[config.mk]
export PLATFORM = sky130hd
export DESIGN_NAME = uart_rx_timeout
export DESIGN_NICKNAME = d
export VERILOG_FILES = /design/src/rtl/uart_rx_pkg.sv /design/src/rtl/uart_rx_frame.sv /design/src/rtl/uart_rx_fifo.sv /design/src/rtl/uart_rx_idle_timer.sv /design/src/rtl/uart_rx_timeout.sv
export SDC_FILE = /design/constraint.sdc
export NUM_CORES = 1
export LEC_CHECK = 0
export ABC_AREA = 1
export BUFFER_PORTS_ARGS = -buffer_cell sky130_fd_sc_hd__buf_2
export CORE_MARGIN = 10
export CORE_UTILIZATION = 54
export CTS_CLUSTER_SIZE = 16
export DETAILED_ROUTE_END_ITERATION = 8
export PLACE_DENSITY_LB_ADDON = 0.15
export SLEW_MARGIN = 5
export SYNTH_ARGS = -nofsm -noshare
export SYNTH_HDL_FRONTEND = slang
export SYNTH_HIERARCHICAL = 1
export SYNTH_SLANG_ARGS = --single-unit
[constraint.sdc]
create_clock -name clk_i -period 2.1 [get_ports clk_i]
set_clock_uncertainty 0.2 [all_clocks]
set_input_delay 0.42 -clock clk_i [delete_from_list [all_inputs] [get_ports clk_i]]
set_output_delay 0.42 -clock clk_i [all_outputs]
set_load 0.01 [all_outputs]
[src/rtl/uart_rx_pkg.sv]
package uart_rx_pkg;
  typedef struct packed {
    logic [1:0] wlen;
    logic       par_en;
    logic       par_even;
    logic       two_stop;
  } rx_cfg_t;

  typedef enum logic [1:0] {RX_IDLE, RX_START, RX_BITS, RX_HOLD} rx_state_e;

  localparam int unsigned ST_FRM   = 16;
  localparam int unsigned ST_PAR   = 17;
  localparam int unsigned ST_BRK   = 18;
  localparam int unsigned ST_OVR   = 19;
  localparam int unsigned ST_EMPTY = 24;
endpackage

[src/rtl/uart_rx_frame.sv]
module uart_rx_frame
  import uart_rx_pkg::*;
#(
  parameter int unsigned OVS = 4
) (
  input  logic       clk_i,
  input  logic       rst_ni,
  input  logic       en_i,
  input  logic       tick_i,
  input  logic       rx_i,
  input  rx_cfg_t    cfg_i,
  output logic       busy_o,
  output logic       done_o,
  output logic [7:0] data_o,
  output logic       perr_o,
  output logic       ferr_o,
  output logic       brk_o
);
  localparam int unsigned SW = (OVS > 2) ? $clog2(OVS) : 1;
  localparam logic [SW-1:0] SUB_LAST = SW'(OVS - 1);
  localparam logic [SW-1:0] SUB_MID  = SW'(OVS / 2 - 1);

  rx_state_e     state_q;
  logic [SW-1:0] sub_q;
  logic [3:0]    idx_q;
  logic [7:0]    shreg_q;
  logic          par_q, ferr_q, allz_q;
  logic [3:0]    nbits, last_idx;
  logic          exp_par;

  assign nbits    = 4'd5 + {2'b00, cfg_i.wlen};
  assign last_idx = nbits + {3'b000, cfg_i.par_en} + {3'b000, cfg_i.two_stop};
  assign exp_par  = cfg_i.par_even ? ^shreg_q : ~(^shreg_q);
  assign busy_o   = (state_q != RX_IDLE);

  always_ff @(posedge clk_i or negedge rst_ni) begin
    if (!rst_ni) begin
      state_q <= RX_IDLE;
      sub_q   <= '0;
      idx_q   <= '0;
      shreg_q <= '0;
      par_q   <= 1'b0;
      ferr_q  <= 1'b0;
      allz_q  <= 1'b0;
      done_o  <= 1'b0;
      data_o  <= '0;
      perr_o  <= 1'b0;
      ferr_o  <= 1'b0;
      brk_o   <= 1'b0;
    end else if (!en_i) begin
      state_q <= RX_IDLE;
      done_o  <= 1'b0;
    end else begin
      done_o <= 1'b0;
      unique case (state_q)
        RX_IDLE: if (tick_i && !rx_i) begin
          state_q <= RX_START;
          sub_q   <= '0;
        end
        RX_START: if (tick_i) begin
          if (sub_q == SUB_MID) begin
            // confirm start at mid-bit, else treat as glitch
            state_q <= rx_i ? RX_IDLE : RX_BITS;
            sub_q   <= '0;
            idx_q   <= '0;
            shreg_q <= '0;
            par_q   <= 1'b0;
            ferr_q  <= 1'b0;
            allz_q  <= 1'b1;
          end else begin
            sub_q <= sub_q + 1'b1;
          end
        end
        RX_BITS: if (tick_i) begin
          if (sub_q == SUB_LAST) begin
            sub_q  <= '0;
            idx_q  <= idx_q + 1'b1;
            allz_q <= allz_q & ~rx_i;
            if (idx_q < nbits) shreg_q[idx_q[2:0]] <= rx_i;
            else if (cfg_i.par_en && idx_q == nbits) par_q <= rx_i;
            else if (!rx_i) ferr_q <= 1'b1;
            if (idx_q == last_idx) begin
              done_o  <= 1'b1;
              data_o  <= shreg_q;
              ferr_o  <= ferr_q | ~rx_i;
              brk_o   <= allz_q & ~rx_i;
              perr_o  <= cfg_i.par_en & (par_q != exp_par);
              state_q <= rx_i ? RX_IDLE : RX_HOLD;
            end
          end else begin
            sub_q <= sub_q + 1'b1;
          end
        end
        RX_HOLD: if (rx_i) state_q <= RX_IDLE;
        default: state_q <= RX_IDLE;
      endcase
    end
  end

  assert_off_no_char_R8: assert property (@(posedge clk_i) disable iff (!rst_ni)
    !en_i |=> !done_o);
endmodule

[src/rtl/uart_rx_fifo.sv]
module uart_rx_fifo #(
  parameter int unsigned DW    = 8,
  parameter int unsigned DEPTH = 4
) (
  input  logic          clk_i,
  input  logic          rst_ni,
  input  logic          push_i,
  input  logic [DW-1:0] wdata_i,
  input  logic          pop_i,
  output logic [DW-1:0] rdata_o,
  output logic          empty_o,
  output logic          full_o
);
  localparam int unsigned AW = $clog2(DEPTH);

  logic [DW-1:0] mem_q [DEPTH];
  logic [AW:0]   wp_q, rp_q, lvl;

  assign lvl     = wp_q - rp_q;
  assign empty_o = (wp_q == rp_q);
  assign full_o  = (wp_q[AW] != rp_q[AW]) && (wp_q[AW-1:0] == rp_q[AW-1:0]);
  assign rdata_o = mem_q[rp_q[AW-1:0]];

  always_ff @(posedge clk_i) begin
    if (push_i) mem_q[wp_q[AW-1:0]] <= wdata_i;
  end

  always_ff @(posedge clk_i or negedge rst_ni) begin
    if (!rst_ni) begin
      wp_q <= '0;
      rp_q <= '0;
    end else begin
      if (push_i) wp_q <= wp_q + 1'b1;
      if (pop_i)  rp_q <= rp_q + 1'b1;
    end
  end

  assert_push_room_R5: assert property (@(posedge clk_i) disable iff (!rst_ni)
    push_i |-> !full_o);
  assert_pop_data_R1: assert property (@(posedge clk_i) disable iff (!rst_ni)
    pop_i |-> !empty_o);
  assert_drain_empty_R7: assert property (@(posedge clk_i) disable iff (!rst_ni)
    (pop_i && !push_i && lvl == (AW+1)'(1)) |=> empty_o);
endmodule

[src/rtl/uart_rx_idle_timer.sv]
module uart_rx_idle_timer #(
  parameter int unsigned OVS  = 4,
  parameter int unsigned TO_W = 11
) (
  input  logic            clk_i,
  input  logic            rst_ni,
  input  logic            tick_i,
  input  logic            restart_i,
  input  logic            nonempty_i,
  input  logic [TO_W-1:0] limit_i,
  output logic            fire_o
);
  localparam int unsigned DW = (OVS > 2) ? $clog2(OVS) : 1;
  localparam logic [DW-1:0] DIV_LAST = DW'(OVS - 1);

  logic [DW-1:0]   div_q;
  logic [TO_W-1:0] cnt_q;
  logic            armed_q;

  always_ff @(posedge clk_i or negedge rst_ni) begin
    if (!rst_ni) begin
      div_q   <= '0;
      cnt_q   <= '0;
      armed_q <= 1'b1;
      fire_o  <= 1'b0;
    end else begin
      fire_o <= 1'b0;
      if (restart_i) begin
        div_q   <= '0;
        cnt_q   <= '0;
        armed_q <= 1'b1;
      end else if (tick_i) begin
        if (div_q == DIV_LAST) begin
          div_q <= '0;
          if (armed_q) begin
            if (limit_i != '0 && cnt_q == limit_i - 1'b1 && nonempty_i) begin
              fire_o  <= 1'b1;
              armed_q <= 1'b0;
            end else begin
              cnt_q <= cnt_q + 1'b1;
            end
          end
        end else begin
          div_q <= div_q + 1'b1;
        end
      end
    end
  end

  assert_fire_nonempty_R10: assert property (@(posedge clk_i) disable iff (!rst_ni)
    fire_o |-> $past(nonempty_i));
  assert_single_pulse_R9: assert property (@(posedge clk_i) disable iff (!rst_ni)
    fire_o |=> !fire_o);
endmodule

[src/rtl/uart_rx_timeout.sv]
module uart_rx_timeout
  import uart_rx_pkg::*;
#(
  parameter int unsigned DEPTH = 4,
  parameter int unsigned OVS   = 4,
  parameter int unsigned TO_W  = 11
) (
  input  logic            clk_i,
  input  logic            rst_ni,
  input  logic            rx_i,
  input  logic            bit_tick_i,
  input  logic [1:0]      word_len_i,
  input  logic            parity_en_i,
  input  logic            parity_even_i,
  input  logic            two_stop_i,
  input  logic            uart_en_i,
  input  logic            rx_en_i,
  input  logic            to_en_i,
  input  logic [TO_W-1:0] to_limit_i,
  input  logic            rd_i,
  input  logic            stat_clr_i,
  output logic [7:0]      rd_data_o,
  output logic [31:0]     status_o,
  output logic            rx_irq_o,
  output logic            to_irq_o
);
  localparam int unsigned CNT_W = 16;  // fixed by status layout

  rx_cfg_t          cfg;
  logic             rx_on, busy, done, perr, ferr, brk;
  logic [7:0]       rx_byte;
  logic             fifo_empty, fifo_full, push, pop, restart;
  logic             frm_q, par_q, brk_q, ovr_q;
  logic [CNT_W-1:0] cnt_q;

  assign cfg   = '{wlen: word_len_i, par_en: parity_en_i,
                   par_even: parity_even_i, two_stop: two_stop_i};
  assign rx_on = uart_en_i & rx_en_i;
  assign push  = done & ~fifo_full;
  assign pop   = rd_i & ~fifo_empty;

  uart_rx_frame #(.OVS(OVS)) i_frame (
    .clk_i, .rst_ni, .en_i(rx_on), .tick_i(bit_tick_i), .rx_i, .cfg_i(cfg),
    .busy_o(busy), .done_o(done), .data_o(rx_byte),
    .perr_o(perr), .ferr_o(ferr), .brk_o(brk)
  );

  uart_rx_fifo #(.DW(8), .DEPTH(DEPTH)) i_fifo (
    .clk_i, .rst_ni, .push_i(push), .wdata_i(rx_byte), .pop_i(pop),
    .rdata_o(rd_data_o), .empty_o(fifo_empty), .full_o(fifo_full)
  );

  assign restart = done | pop | busy | fifo_empty | ~to_en_i;

  uart_rx_idle_timer #(.OVS(OVS), .TO_W(TO_W)) i_timer (
    .clk_i, .rst_ni, .tick_i(bit_tick_i), .restart_i(restart),
    .nonempty_i(~fifo_empty), .limit_i(to_limit_i), .fire_o(to_irq_o)
  );

  always_ff @(posedge clk_i or negedge rst_ni) begin
    if (!rst_ni) begin
      frm_q    <= 1'b0;
      par_q    <= 1'b0;
      brk_q    <= 1'b0;
      ovr_q    <= 1'b0;
      cnt_q    <= '0;
      rx_irq_o <= 1'b0;
    end else begin
      rx_irq_o <= push;
      if (push) cnt_q <= cnt_q + 1'b1;
      if (stat_clr_i) begin
        frm_q <= 1'b0;
        par_q <= 1'b0;
        brk_q <= 1'b0;
        ovr_q <= 1'b0;
      end
      if (done) begin
        // one flag per character: break > parity > framing
        if (brk)       brk_q <= 1'b1;
        else if (perr) par_q <= 1'b1;
        else if (ferr) frm_q <= 1'b1;
        if (fifo_full) ovr_q <= 1'b1;
      end
    end
  end

  always_comb begin
    status_o           = '0;
    status_o[CNT_W-1:0] = cnt_q;
    status_o[ST_FRM]   = frm_q;
    status_o[ST_PAR]   = par_q;
    status_o[ST_BRK]   = brk_q;
    status_o[ST_OVR]   = ovr_q;
    status_o[ST_EMPTY] = fifo_empty;
  end

  assert_one_flag_R4: assert property (@(posedge clk_i) disable iff (!rst_ni)
    $countones({$rose(brk_q), $rose(par_q), $rose(frm_q)}) <= 1);
  assert_ovr_when_full_R5: assert property (@(posedge clk_i) disable iff (!rst_ni)
    $rose(ovr_q) |-> $past(fifo_full));
  assert_count_step_R7: assert property (@(posedge clk_i) disable iff (!rst_ni)
    rx_irq_o |-> status_o[15:0] == $past(status_o[15:0]) + 16'd1);
  assert_clr_flags_R6: assert property (@(posedge clk_i) disable iff (!rst_ni)
    (stat_clr_i && !done) |=> status_o[19:16] == 4'h0);
endmodule

# Word level (Yosys, flattened, before mapping)
# Memories as Yosys holds them, arrays and structs flattened.
# Cells that the tools add are included.
[word_totals]
register_bits = 73
latch_bits = 0
ram_bits = 32
mem_bits_ro = 0
input_bits = 25
n_memories = 1
[classes]
add_sub_neg = 11
multipliers = 0
div = 0
magnitude_cmp = 3
eq_ne = 31
shifts = 0
n_mux = 90
bitwise_logic = 15
n_reduce_logical = 25
[mem_list]
columns = ["name", "words", "width", "read_ports", "rd_ports_with_merged_regs", "write_ports", "line", "text"]
rows = [
  ["i_fifo.mem_q", 4, 8, 1, 0, 1, "uart_rx_fifo.sv:16", "logic [DW-1:0] mem_q [DEPTH];"],
]
[ops]
columns = ["operator", "count"]
rows = [
  ["$mux W11", 5],
  ["$mux W1", 49],
  ["$mux W8", 5],
  ["$mux W2", 18],
  ["$ne A3 B3 Y1 const B", 7],
  ["$add A16 B1 Y16 const B", 1],
  ["$mux W4", 4],
  ["$pmux W8 S2", 1],
  ["$reduce_and A7 Y1", 2],
  ["$ne A2 B1 Y1 const B", 6],
  ["$add A11 B1 Y11 const B", 1],
  ["$eq A11 B11 Y1", 1],
  ["$reduce_bool A11 Y1", 1],
  ["$sub A11 B1 Y11 const B", 1],
  ["$ne A2 B2 Y1 const B", 5],
  ["$reduce_and A5 Y1", 2],
  ["$reduce_bool A2 Y1", 5],
  ["$reduce_and A9 Y1", 1],
  ["$add A4 B1 Y4", 2],
  ["$bwmux W8", 1],
  ["$eq A2 B2 Y1 const B", 4],
  ["$eq A4 B4 Y1", 2],
  ["$pmux W2 S4", 1],
  ["$pmux W4 S2", 1],
  ["26 further kinds", 49],
]

# Depth between registers and ports, before layout
# Gate-level depths: netlist of the first run.
[logic_depth]
depth_word = 9
mapped_depth = 17
depth_no_buf = 15

# Cells and area by module
# The synthesis of the first run kept the hierarchy.
[modules_own_cells]
columns = ["module", "n_inst", "cells_each", "area_each_um2", "seq_area_each_um2"]
rows = [
  ["uart_rx_frame", 1, 286, 2179.6, 775.7],
  ["uart_rx_fifo", 1, 143, 1700.4, 1111.1],
  ["uart_rx_idle_timer", 1, 231, 1422.6, 376.6],
  ["uart_rx_timeout", 1, 146, 1231.2, 525.5],
]

# Least setup slack after synthesis of the first run
# OpenSTA, ideal clock, no wires.
[synth_timing]
path_kind = "input to register"
startpoint = "input port two_stop_i"
endpoint = "register i_frame.ferr_o"
setup_time_ns = 0.119
t_arrival_ns = 2.025
required_ns = 1.781
slack_ns = -0.244
path_stages = 11
n_path_buf = 1
path_cell_list = "inv_1 fa_1 fa_1 inv_1 nand2_2 nand2_1 nor2_1 nand3_2 buf_6 nand2_1 o21ai_2"
[synth_between]
elab_chain_len = 3
[synth_rtl]
columns = ["item", "line", "text"]
rows = [
  ["start: declaration", "uart_rx_timeout.sv:15", "input logic two_stop_i,"],
  ["$add A4 B1 Y4", "uart_rx_frame.sv:32", "assign last_idx = nbits + {3'b000, cfg_i.par_en} + {3'b000, cfg_i.two_stop};"],
  ["$eq A4 B4 Y1", "uart_rx_frame.sv:82", "if (idx_q == last_idx) begin"],
  ["$reduce_and A5 Y1 (no source line)", "n/a", ""],
  ["end signal: assignment", "uart_rx_frame.sv:85", "ferr_o <= ferr_q | ~rx_i;"],
  ["end: declaration", "uart_rx_frame.sv:16", "output logic ferr_o,"],
]
# Every way passes these cells.
# A chain may end at the register's enable or synchronous reset.

# Worst setup path after layout of the first run
[layout_timing]
startpoint = "input port parity_en_i"
endpoint = "register i_frame.data_o[0]"
[layout_between]
elab_chain_len = 4
[layout_rtl]
columns = ["item", "line", "text"]
rows = [
  ["start: declaration", "uart_rx_timeout.sv:13", "input logic parity_en_i,"],
  ["$add A4 B1 Y4 (2 in series)", "uart_rx_frame.sv:32", ""],
  ["$eq A4 B4 Y1", "uart_rx_frame.sv:82", ""],
  ["$reduce_and A5 Y1 (no source line)", "n/a", ""],
  ["end signal: assignment", "uart_rx_frame.sv:84", "data_o <= shreg_q;"],
  ["end: declaration", "uart_rx_frame.sv:14", "output logic [7:0] data_o,"],
]
# Every way passes these cells.

==> metrics list, run 1 <==
* Worst Hold Class: input port to flip-flop
* Minimum period implied by the final worst setup slack: 2.15 ns
* Synthesized instance count: 806
* Peak fanout along the critical path: 5
- Walking the worst path, the cells encountered are buf_8 > inv_4 > fa_2 > fa_1 > inv_1 > nand2_2 > nand2_2 > nor2_4 > nand3_4 > clkbuf_16 > nand2_4 > o21ai_2.
* First-pass GRT wire length: 23400 µm
- The final hold violation count is 0.
* Routed vias: 5309
- Initial antenna violation count: 0
- Final period util: 102%
- Async set-reset flop share out of synthesis: 69.5%
* Worst slew slack as a fraction of its limit: 57.4%
- Number of buffers created by CTS: 9
* First-pass DRT Iterations: 5
- The final reports fail on negative setup slack.
* Grt ovf: 0
- Once detail routing completed, the nets flagged for antenna violations numbered 0.
* Run status: complete, but fails checks
- Site row count: 40
- Die area: 0.0169 mm²
- Required time reported for the critical path endpoint: 2.15 ns
- GRT Total Usage: 16.9%
- Setup violations remaining at the end of the flow were counted as 11.
- Number of max-cap violations: 0
- Setup slack after layout: -0.0517 ns
- The H-tree generated during clock tree synthesis spans 3 levels.
* Total Power Consumption: 0.00558 W
* Number of enable-type register cells in the synthesized netlist: 32
- TritonCTS clock tree: built
* Clock edge transition at the registers on the reported setup and hold paths: 0.07 ns
- In this run the mean area of a mapped cell was 8.11 µm².
* Skew-Pair Late Insertion Delay: 0.35 ns
* Critical Path Sink Type: flip-flop
* WP buf/inv: 4
- 0 antenna diodes ended up in the layout.
- The clock passes through at most 2 buffers.
- Layout Cell Area excl Fill: 0.00764 mm²
* Sequential share of the synthesized area: 42.7%
- Standard cell core area: 0.0119 mm²
- Actual slew at the worst max-slew pin: 0.637 ns
- The initial utilization of the core area, before any placement, comes to 54.9%.
- Most prevalent standard cell on the critical path: sky130_fd_sc_hd__nand2_2
- For this block, the initial DRC count from the detailed router was 358.
* Max Slew Vio Count: 0
* Power per standard cell area: 731 mW/mm²
- VDD sags by at most 0.427 mV.
* Die Y: 130 µm
- Vias in the first global route: 5150
- Data on the critical path arrives at its endpoint at 2.20 ns.
- Counting distinct cell types in the post-synthesis netlist gives 50.
* Largest stage delay, worst path: 0.50 ns
- Setup slack on the worst reg-to-reg path comes out at 0.03 ns.
* Area overhead of the layout relative to synthesis: 16.9%
- The critical path is of the input port to flip-flop type.
* Sink count of the clock tree: 105
* Post-DP HPWL: 10500 µm
- Top-level I/O count: 67
- The analysis attributes to cell leakage a power of 3.95 nW.
- Setup repair after global routing could not meet its margin everywhere.
- Fmax: 0.465 GHz
- Fill cells in the final layout number 1048.
- Via-to-Cell Ratio: 5.12
- Syn Std Cell Area: 0.00653 mm²
* Critical Path Source Type: input port
* Wire per inst: 13.5 µm
* Most used flip-flop cell after synthesis: sky130_fd_sc_hd__dfrtp_1
- In this run the horizontal extent of the chip is 130 µm.
* Top library cells by usage in the layout, fill and taps aside: 226 x sky130_fd_sc_hd__nand2_1, 99 x sky130_fd_sc_hd__inv_1, 70 x sky130_fd_sc_hd__dfrtp_1
- Entering global routing, the biggest net connects 40 pins.
- For this block, the routed nets add up to 14000 µm of wire.
* Global placer's final weighted congestion: 0.835
- In this run the tool buffered the top-level ports with 55 buffer cells.
* Fraction of final layout cells with drive strength greater than 1: 24.9%
- CP delay by family, top: adder cells
- Worst setup slack before clock tree synthesis: -0.372 ns
- Most frequent standard cell in the layout excluding fill and tap cells: sky130_fd_sc_hd__nand2_1
- Synth warn: 6
* Cell Area, Placed: 0.00702 mm²
- Synthesis-stage register bit count: 105
- Detailed-route DRC error count: 0
- Root buffer cell: sky130_fd_sc_hd__clkbuf_16
- Final net count: 935
- Critical-path cell with the highest stage delay: sky130_fd_sc_hd__fa_1
[final timing paths]
path	from	to	cells past startpoint
max in group asynchronous	rst_ni	i_timer/armed_q$_DFFE_PN1P_	3
hold reg to reg	i_timer/armed_q$_DFFE_PN1P_	i_timer/armed_q$_DFFE_PN1P_	2
hold / removal	stat_clr_i	frm_q$_DFF_PN0_	4
min in group asynchronous	rst_ni	i_frame/shreg_q[3]$_DFFE_PN0P_	2
setup / recovery	parity_en_i	i_frame/data_o[0]$_DFFE_PN0P_	12
setup reg to reg	i_fifo/rp_q[0]$_DFFE_PN0P_	i_timer/cnt_q[6]$_DFFE_PN0P_	14
[what timing repair did]
item                                    4_1_cts  5_1_grt
hold endpoints to repair                     50        0
gates resized for setup                       9       44
cloned                                        0        4
hold buffers                                  1        0
pin swaps                                    11       21
buffers inserted                              1        5
endpoints found under the setup margin       19       51
[layout make-up]
cell class	instances	area (µm²)	area share, %
flip-flops and latches	105	2790	36.5
repair buffers	96	698	9.14
well taps	147	184	2.41
multi-input cells	550	3170	41.5
clock inverters	7	83.8	1.10
inverters	123	487	6.37
clock buffers	9	225	2.95
[worst min-delay path, cell delays in order]
cell	delay, ns
sky130_fd_sc_hd__buf_2	0.07
sky130_fd_sc_hd__inv_1	0.07
sky130_fd_sc_hd__nand2_1	0.07
sky130_fd_sc_hd__nand2_1	0.04
[routing by layer]
layer	up-vias	track usage [%]	wire length, µm
met5	-	0	0
met2	114	28.4	6890
li1	2701	-	-
met1	2480	21.4	6370
met4	0	5.82	165
met3	14	2.96	590
[stage by stage]
stage | hold WS, ns | instances | util, % | setup TNS [ns]
3_3_place_gp | 0.0887 | 1010 | 59.0 | -7.00
5_1_grt | 0.209 | 1037 | 64.1 | -2.66
4_1_cts | 0.157 | 1028 | 62.0 | -0.0943
2_1_floorplan | -0.0756 | 816 | - | -1.60
3_5_place_dp | 0.0858 | 1010 | 59.0 | -8.40
6_report | 0.167 | 1037 | 64.1 | -0.493
[power breakdown]
part / total (W) / leakage (nW) / internal [W] / switching [W]
registers: 0.00226 / 1.28 / 0.00218 / 0.0000774
logic: 0.00158 / 2.52 / 0.000652 / 0.000925
clock network: 0.00175 / 0.149 / 0.000948 / 0.000799
total: 0.00558 / 3.95 / 0.00378 / 0.00180
[cell families (layout without fill, tap and decap cells)]
logic type	count (synthesis)	after routing	synth area share, %
AND/OR/NAND/NOR	416	417	28.8
adder cells (fa/ha/maj)	25	25	5.02
AO/OA/AOI/OAI	65	65	7.09
XOR/XNOR	32	32	4.40
flip-flops	105	105	42.7
buffers and inverters	162	235	11.9
other	1	11	0.0574
[state kept, by name, summed over array words and instances, names as in the netlist, 2 cells and up]
name and flops:
i_fifo/mem_q 32, cnt_q 16, i_timer/cnt_q 11, i_frame/data_o 8, i_frame/shreg_q 8, i_frame/idx_q 4
i_fifo/rp_q 3, i_fifo/wp_q 3, i_frame/state_q 2, i_frame/sub_q 2, i_timer/div_q 2
[synth_stat cells (8+ instances only)]
library cell | n | area share (%)
sky130_fd_sc_hd__a21oi_1 | 8 | 0.61
sky130_fd_sc_hd__ha_1 | 23 | 4.4
sky130_fd_sc_hd__nor2_1 | 43 | 2.5
sky130_fd_sc_hd__xor2_1 | 18 | 2.4
sky130_fd_sc_hd__buf_6 | 10 | 1.7
sky130_fd_sc_hd__inv_2 | 17 | 0.98
sky130_fd_sc_hd__inv_1 | 102 | 5.9
sky130_fd_sc_hd__nor3_1 | 11 | 0.84
sky130_fd_sc_hd__dfrtp_1 | 72 | 28
sky130_fd_sc_hd__nand4_1 | 26 | 2.5
sky130_fd_sc_hd__nand2_2 | 12 | 1.1
sky130_fd_sc_hd__nand2_1 | 243 | 14
sky130_fd_sc_hd__edfxtp_1 | 32 | 15
sky130_fd_sc_hd__o21ai_0 | 12 | 0.92
sky130_fd_sc_hd__o211ai_2 | 8 | 1.5
sky130_fd_sc_hd__o21ai_1 | 12 | 0.92
sky130_fd_sc_hd__buf_4 | 17 | 2.0
sky130_fd_sc_hd__nand3_1 | 52 | 4.0
sky130_fd_sc_hd__xnor2_1 | 13 | 1.7
sky130_fd_sc_hd__o21ai_2 | 10 | 1.3
sky130_fd_sc_hd__nor2_2 | 9 | 0.86
Power figures use the tool's default switching activity.
==> run 2: changes to the inputs <==
Settings changed: CORE_UTILIZATION 54 to 40.
==> metrics list, run 2 (synthesis results as in run 1) <==
- Run status: complete, but fails checks
* Violations in the final reports: negative setup slack
- Initial core utilization: 41.0%
- End point of the critical path: i_frame/data_o[4]$_DFFE_PN0P_
- Series of cell instances along the critical path: buf_8 > fa_2 > fa_1 > inv_1 > nand2_2 > nand2_2 > nor2_4 > nand3_4 > clkbuf_16 > nand2_2 > o21ai_2
- Along the worst path, the maximum fanout reaches 5.
* GRT Total Usage: 13.0%
- Sink count of the clock tree: 105
* Site row count: 46
- The library cell used most frequently in the layout, excluding fill and tap cells, is sky130_fd_sc_hd__nand2_1.
* CP delay by family, top: adder cells
* First-pass DRT Iterations: 4
- Number of flip-flops in the largest register: 32
* Startpoint of the most critical setup path: word_len_i[0]
- STA puts the critical path data arrival time at 2.15 ns.
- Number of buffers created by CTS: 9
* Count of port buffers added during placement: 55
- Post-route setup TNS: -0.00943 ns
* Hold violation total from the final report: 0
- Once detail routing completed, the nets flagged for antenna violations numbered 0.
* Maximum buffer depth of the clock tree: 2
* Standard cell core area: 0.0159 mm²
- The initial antenna violation count came to 0.
* Top-level I/O count: 67
* Top library cells by usage in the layout, fill and taps aside: 222 x sky130_fd_sc_hd__nand2_1, 95 x sky130_fd_sc_hd__inv_1, 71 x sky130_fd_sc_hd__dfrtp_1
- After layout, the minimum clock period comes to 2.11 ns.
* Max Slew Vio Count: 0
* Die span in x: 148 µm
- Fraction of final layout cells with drive strength greater than 1: 26.5%
- First-pass GRT wire length: 23700 µm
* Final period util: 100%
- IR analysis of the VDD net gives a maximum drop of 0.384 mV.
* Final core utilization: 49.0%
- Required time reported for the critical path endpoint: 2.15 ns
- R2R cell count: 11
- The worst register-to-register path ends at i_timer/div_q[0]$_DFFE_PN0P_.
- Root buffer cell: sky130_fd_sc_hd__clkbuf_16
- Worst setup slack for register-to-register paths: 0.06 ns
* Fmax: 0.475 GHz
- Power per standard cell area: 718 mW/mm²
- Worst Hold Margin: 0.188 ns
* Global placer's final weighted congestion: 0.834
- Largest stage delay, worst path: 0.50 ns
* Die area: 0.0218 mm²
* Skew-Pair Late Insertion Delay: 0.35 ns
- Crit path depth: 11
- STA classifies the critical path endpoint as a flip-flop.
- Grt ovf: 0
- Critical-path cell with the highest stage delay: sky130_fd_sc_hd__fa_1
- For this design the static power due to leakage is 4.00 nW.
- Detailed-route DRC error count: 0
- Summed over all layers, the routed wires come to 14100 µm.
- Worst Hold Class: input port to flip-flop
* Hold path startpoint: stat_clr_i
* Final setup violation count: 2
- Routed vias: 5161
- After layout, the worst setup slack is -0.00535 ns.
- Setup repair after global routing could not meet its margin everywhere.
* Post-DP HPWL: 10500 µm
- Area overhead of the layout relative to synthesis: 19.6%
- Wire per inst: 12.7 µm
* Vias in the first global route: 4929
* Most prevalent standard cell on the critical path: sky130_fd_sc_hd__nand2_2
- Critical Path Source Type: input port
- Maximum number of pins on one net before global-route repair: 42
- Initial drt markers: 317
- In this run the number of H-tree levels came out at 3.
- TritonCTS clock tree: built
* Worst setup path category: input port to flip-flop
- WP buf/inv: 3
- The worst register-to-register path begins at i_fifo/rp_q[1]$_DFFE_PN0P_.
* Die Y: 148 µm
- After clock tree synthesis, the clock-pin slew on the worst setup and hold paths is 0.08 ns.
* Via-to-Cell Ratio: 4.65
- Number of max-cap violations: 0
- Final net count: 940
- Number of antenna repair diodes: 0
## run 2: worst min path at each step
stage	endpoint	slack (ns)	cells after the start
floorplan	brk_q$_DFF_PN0_	-0.08	0
global placement	i_frame/data_o[0]$_DFFE_PN0P_	0.17	1
detailed placement	i_frame/data_o[0]$_DFFE_PN0P_	0.18	1
CTS	frm_q$_DFF_PN0_	0.17	4
global route	frm_q$_DFF_PN0_	0.18	4
finish	frm_q$_DFF_PN0_	0.19	4
## run 2: per-layer routing
| layer | global-route usage, % | vias to the layer above | routed length [µm] |
|---|---|---|---|
| met3 | 2.53 | 13 | 537 |
| met5 | 0 | - | 0 |
| met2 | 19.3 | 72 | 6230 |
| met4 | 4.76 | 0 | 212 |
| li1 | - | 2711 | - |
| met1 | 18.2 | 2365 | 7110 |
## run 2: tightest hold or removal path, stage by stage
cell and delay [ns]:
sky130_fd_sc_hd__buf_2 0.10, sky130_fd_sc_hd__inv_1 0.08, sky130_fd_sc_hd__nand2_1 0.06, sky130_fd_sc_hd__nand2_1 0.05
## run 2: layout make-up
cell class / count / area (µm²)
Clock buffer: 9 / 225
Clock inverter: 7 / 61.3
Fill cell: 1600 / 8130
Inverter: 123 / 492
Multi-Input combinational cell: 549 / 3190
Sequential cell: 105 / 2790
Tap cell: 216 / 270
Timing Repair Buffer: 102 / 788
## run 2: through the flow
stage                     setup slack, ns  cell area (µm²)  instances  total power [W]
after global routing              -0.0982             7810       1111          0.00600
final                            -0.00535             7810       1111          0.00561
after detailed placement           -0.358             7160       1085          0.00374
after floorplan                    -0.136             6600        816          0.00333
after global placement             -0.345             7160       1085          0.00373
after CTS                        -0.00269             7510       1103          0.00552
## run 2: repair_timing
item,4_1_cts,5_1_grt
pin swaps,10,25
gates resized for setup,17,48
endpoints found under the setup margin,20,69
endpoints found under the hold margin,23,0
hold buffers,1,0
setup buffers,1,3
cloned,0,5
## run 2: report_power, final
part | internal, W | switching [W]
clock network | 0.000831 | 0.000830
registers | 0.00218 | 0.0000807
logic | 0.000735 | 0.000953
==> run 3: changes to the inputs <==
Settings changed: CORE_UTILIZATION 40 to 45, HOLD_SLACK_MARGIN from default to 0.02.
==> metrics list, run 3 (synthesis results as in run 1) <==
- The run finished, with violations left.
- Violations in the final reports: negative setup slack
- The worst hold path terminates at frm_q$_DFF_PN0_.
* Sink count of the clock tree: 105
* Worst setup slack for register-to-register paths: 0 ns
- For this block, the via count after detailed routing is 5347.
* Required time reported for the critical path endpoint: 1.48 ns
- The worst pin sits at a relative slew slack of 66.1%.
- Leakage: 4.06 nW
* WHS Path Cells: 4
- GRT Total Usage: 14.4%
- In this run the worst path has a maximum fanout of 9.
- Skew-Pair Late Insertion Delay: 0.36 ns
- In this run the standard cell core region covers 0.0140 mm².
* Final period util: 103%
- The library cell used most frequently in the layout, excluding fill and tap cells, is sky130_fd_sc_hd__nand2_1.
- The repair_antennas step left the layout with diodes totalling 0.
* Wire per inst: 13.7 µm
- Final setup violation count: 16
- Startpoint of the most critical setup path: i_fifo/rp_q[0]$_DFFE_PN0P_
* Minimum period implied by the final worst setup slack: 2.16 ns
- In this run the count of I/O pins placed on the die edge is 67.
- The floorplan step set the die width to 140 µm.
- Maximum number of pins on one net before global-route repair: 38
- The worst setup path is captured at an output pin.
- The worst setup path is of the flip-flop to output pin kind.
- The clock passes through at most 2 buffers.
- Hold violation total from the final report: 0
- Critical R2R Capture: i_timer/cnt_q[7]$_DFFE_PN0P_
- The first global-routing pass estimated 24100 µm of wire.
* Final core utilization: 56.3%
- The worst setup path is launched from a flip-flop.
- Origin of the critical flop-to-flop path: i_fifo/rp_q[0]$_DFFE_PN0P_
- TritonCTS clock tree: built
- For the pin with the worst max-slew slack, the measured transition is 0.508 ns.
- Final net count: 945
- The detailed router finished its first iteration with 308 violations.
- Number of buffers created by CTS: 9
- The floorplan step set the die height to 140 µm.
- The register with the most flip-flops in the layout has 32 of them.
* Number of max-cap violations: 0
- Placed instance count: 1049
- Initial core utilization: 46.5%
- Top library cells by usage in the layout, fill and taps aside: 218 x sky130_fd_sc_hd__nand2_1, 99 x sky130_fd_sc_hd__inv_1, 71 x sky130_fd_sc_hd__dfrtp_1
* Power per standard cell area: 746 mW/mm²
* Post-DP HPWL: 10900 µm
- Clock edge transition at the registers on the reported setup and hold paths: 0.08 ns
- In this run the clock root is driven by a sky130_fd_sc_hd__clkbuf_16.
* Setup slack after layout: -0.0597 ns
- Total Power Consumption: 0.00589 W
- Final hold analysis gives a worst-case slack of 0.177 ns.
* Count of port buffers added during placement: 55
* Hold path startpoint: stat_clr_i
- For this run, the number of standard cells in the final layout without fillers is 1080.
* Via-to-Cell Ratio: 4.95
- After global routing the overflow that remains totals 0.
- First-pass DRT Iterations: 5
* Antenna Nets Post-Route: 0
- RSZ-0062 raised after global routing: yes
- For this block, the routed nets add up to 14800 µm of wire.
- The initial antenna violation count is 0.
- The die covers 0.0197 mm².
- Site row count: 43
* Max Slew Vio Count: 0
- The number of cells on the worst reg-to-reg path is 15.
- Data arrival time of the critical path: 1.54 ns
- The post-route netlist has 27.7% of its cells at a drive strength greater than 1.
* Global placer's final weighted congestion: 0.856
- Worst Hold Class: input port to flip-flop
- In the routed design, unresolved DRC markers number 0.
- Vias in the first global route: 5173
- Compared with the post-synthesis result, the final layout area differs by 20.9%.
* Level count of the clock H-tree: 3
- The worst-case IR drop observed on VDD is 0.435 mV.
- Timing would allow up to 0.463 GHz.
-- run 3: cell type report --
type | count | area [µm²]
fillers | 1291 | 6140
clock inverters | 7 | 75.1
flip-flops and latches | 105 | 2790
multi-input cells | 549 | 3270
repair buffers | 106 | 828
repair inverters | 1 | 5.00
inverters | 123 | 487
well taps | 180 | 225
clock buffers | 9 | 225
-- run 3: where the power goes --
part | switching [W] | internal, W
sequential | 0.0000793 | 0.00218
clock | 0.000848 | 0.000852
combinational | 0.00105 | 0.000882
total | 0.00197 | 0.00392
-- run 3: how the worst max path moves through the flow --
stage,to,slack (ns),cells after the start
2_1_floorplan,i_frame/ferr_o$_DFFE_PN0P_,-0.14,10
3_3_place_gp,i_frame/data_o[2]$_DFFE_PN0P_,-0.34,11
3_5_place_dp,i_frame/data_o[1]$_DFFE_PN0P_,-0.37,12
4_1_cts,status_o[24],-0.02,7
5_1_grt,rd_data_o[6],-0.17,6
6_report,rd_data_o[6],-0.06,6
-- run 3: layer usage --
metal  vias up  GRT usage [%]  share of wire (%)
met5         -              0                  0
met4         0           4.89                1.3
met3        16           3.58                4.5
met2        94           23.3                 49
met1      2526           18.4                 45
li1       2711              -                  -
-- run 3: worst max-delay path: stages (launching register included) --
cell and delay (ns):
sky130_fd_sc_hd__dfrtp_2 0.44, sky130_fd_sc_hd__buf_4 0.16, sky130_fd_sc_hd__buf_12 0.14, sky130_fd_sc_hd__o21ai_2 0.15
sky130_fd_sc_hd__nand2_1 0.09, sky130_fd_sc_hd__nand2_1 0.07, sky130_fd_sc_hd__buf_2 0.12
-- run 3: timing repair --
action,CTS,global route
hold endpoints to repair,34,0
pin swaps,14,19
hold buffers,1,0
setup endpoints to repair,24,56
buffers inserted,0,8
resized for setup,16,71
gates cloned,0,6
-- run 3: through the flow --
step / cell area (µm²) / TNS (ns) / setup slack, ns
2_1_floorplan: 6600 / -1.60 / -0.136
3_5_place_dp: 7100 / -9.45 / -0.370
3_3_place_gp: 7100 / -8.01 / -0.344
6_report: 7900 / -0.256 / -0.0597
4_1_cts: 7460 / -0.0160 / -0.0155
5_1_grt: 7900 / -3.23 / -0.173
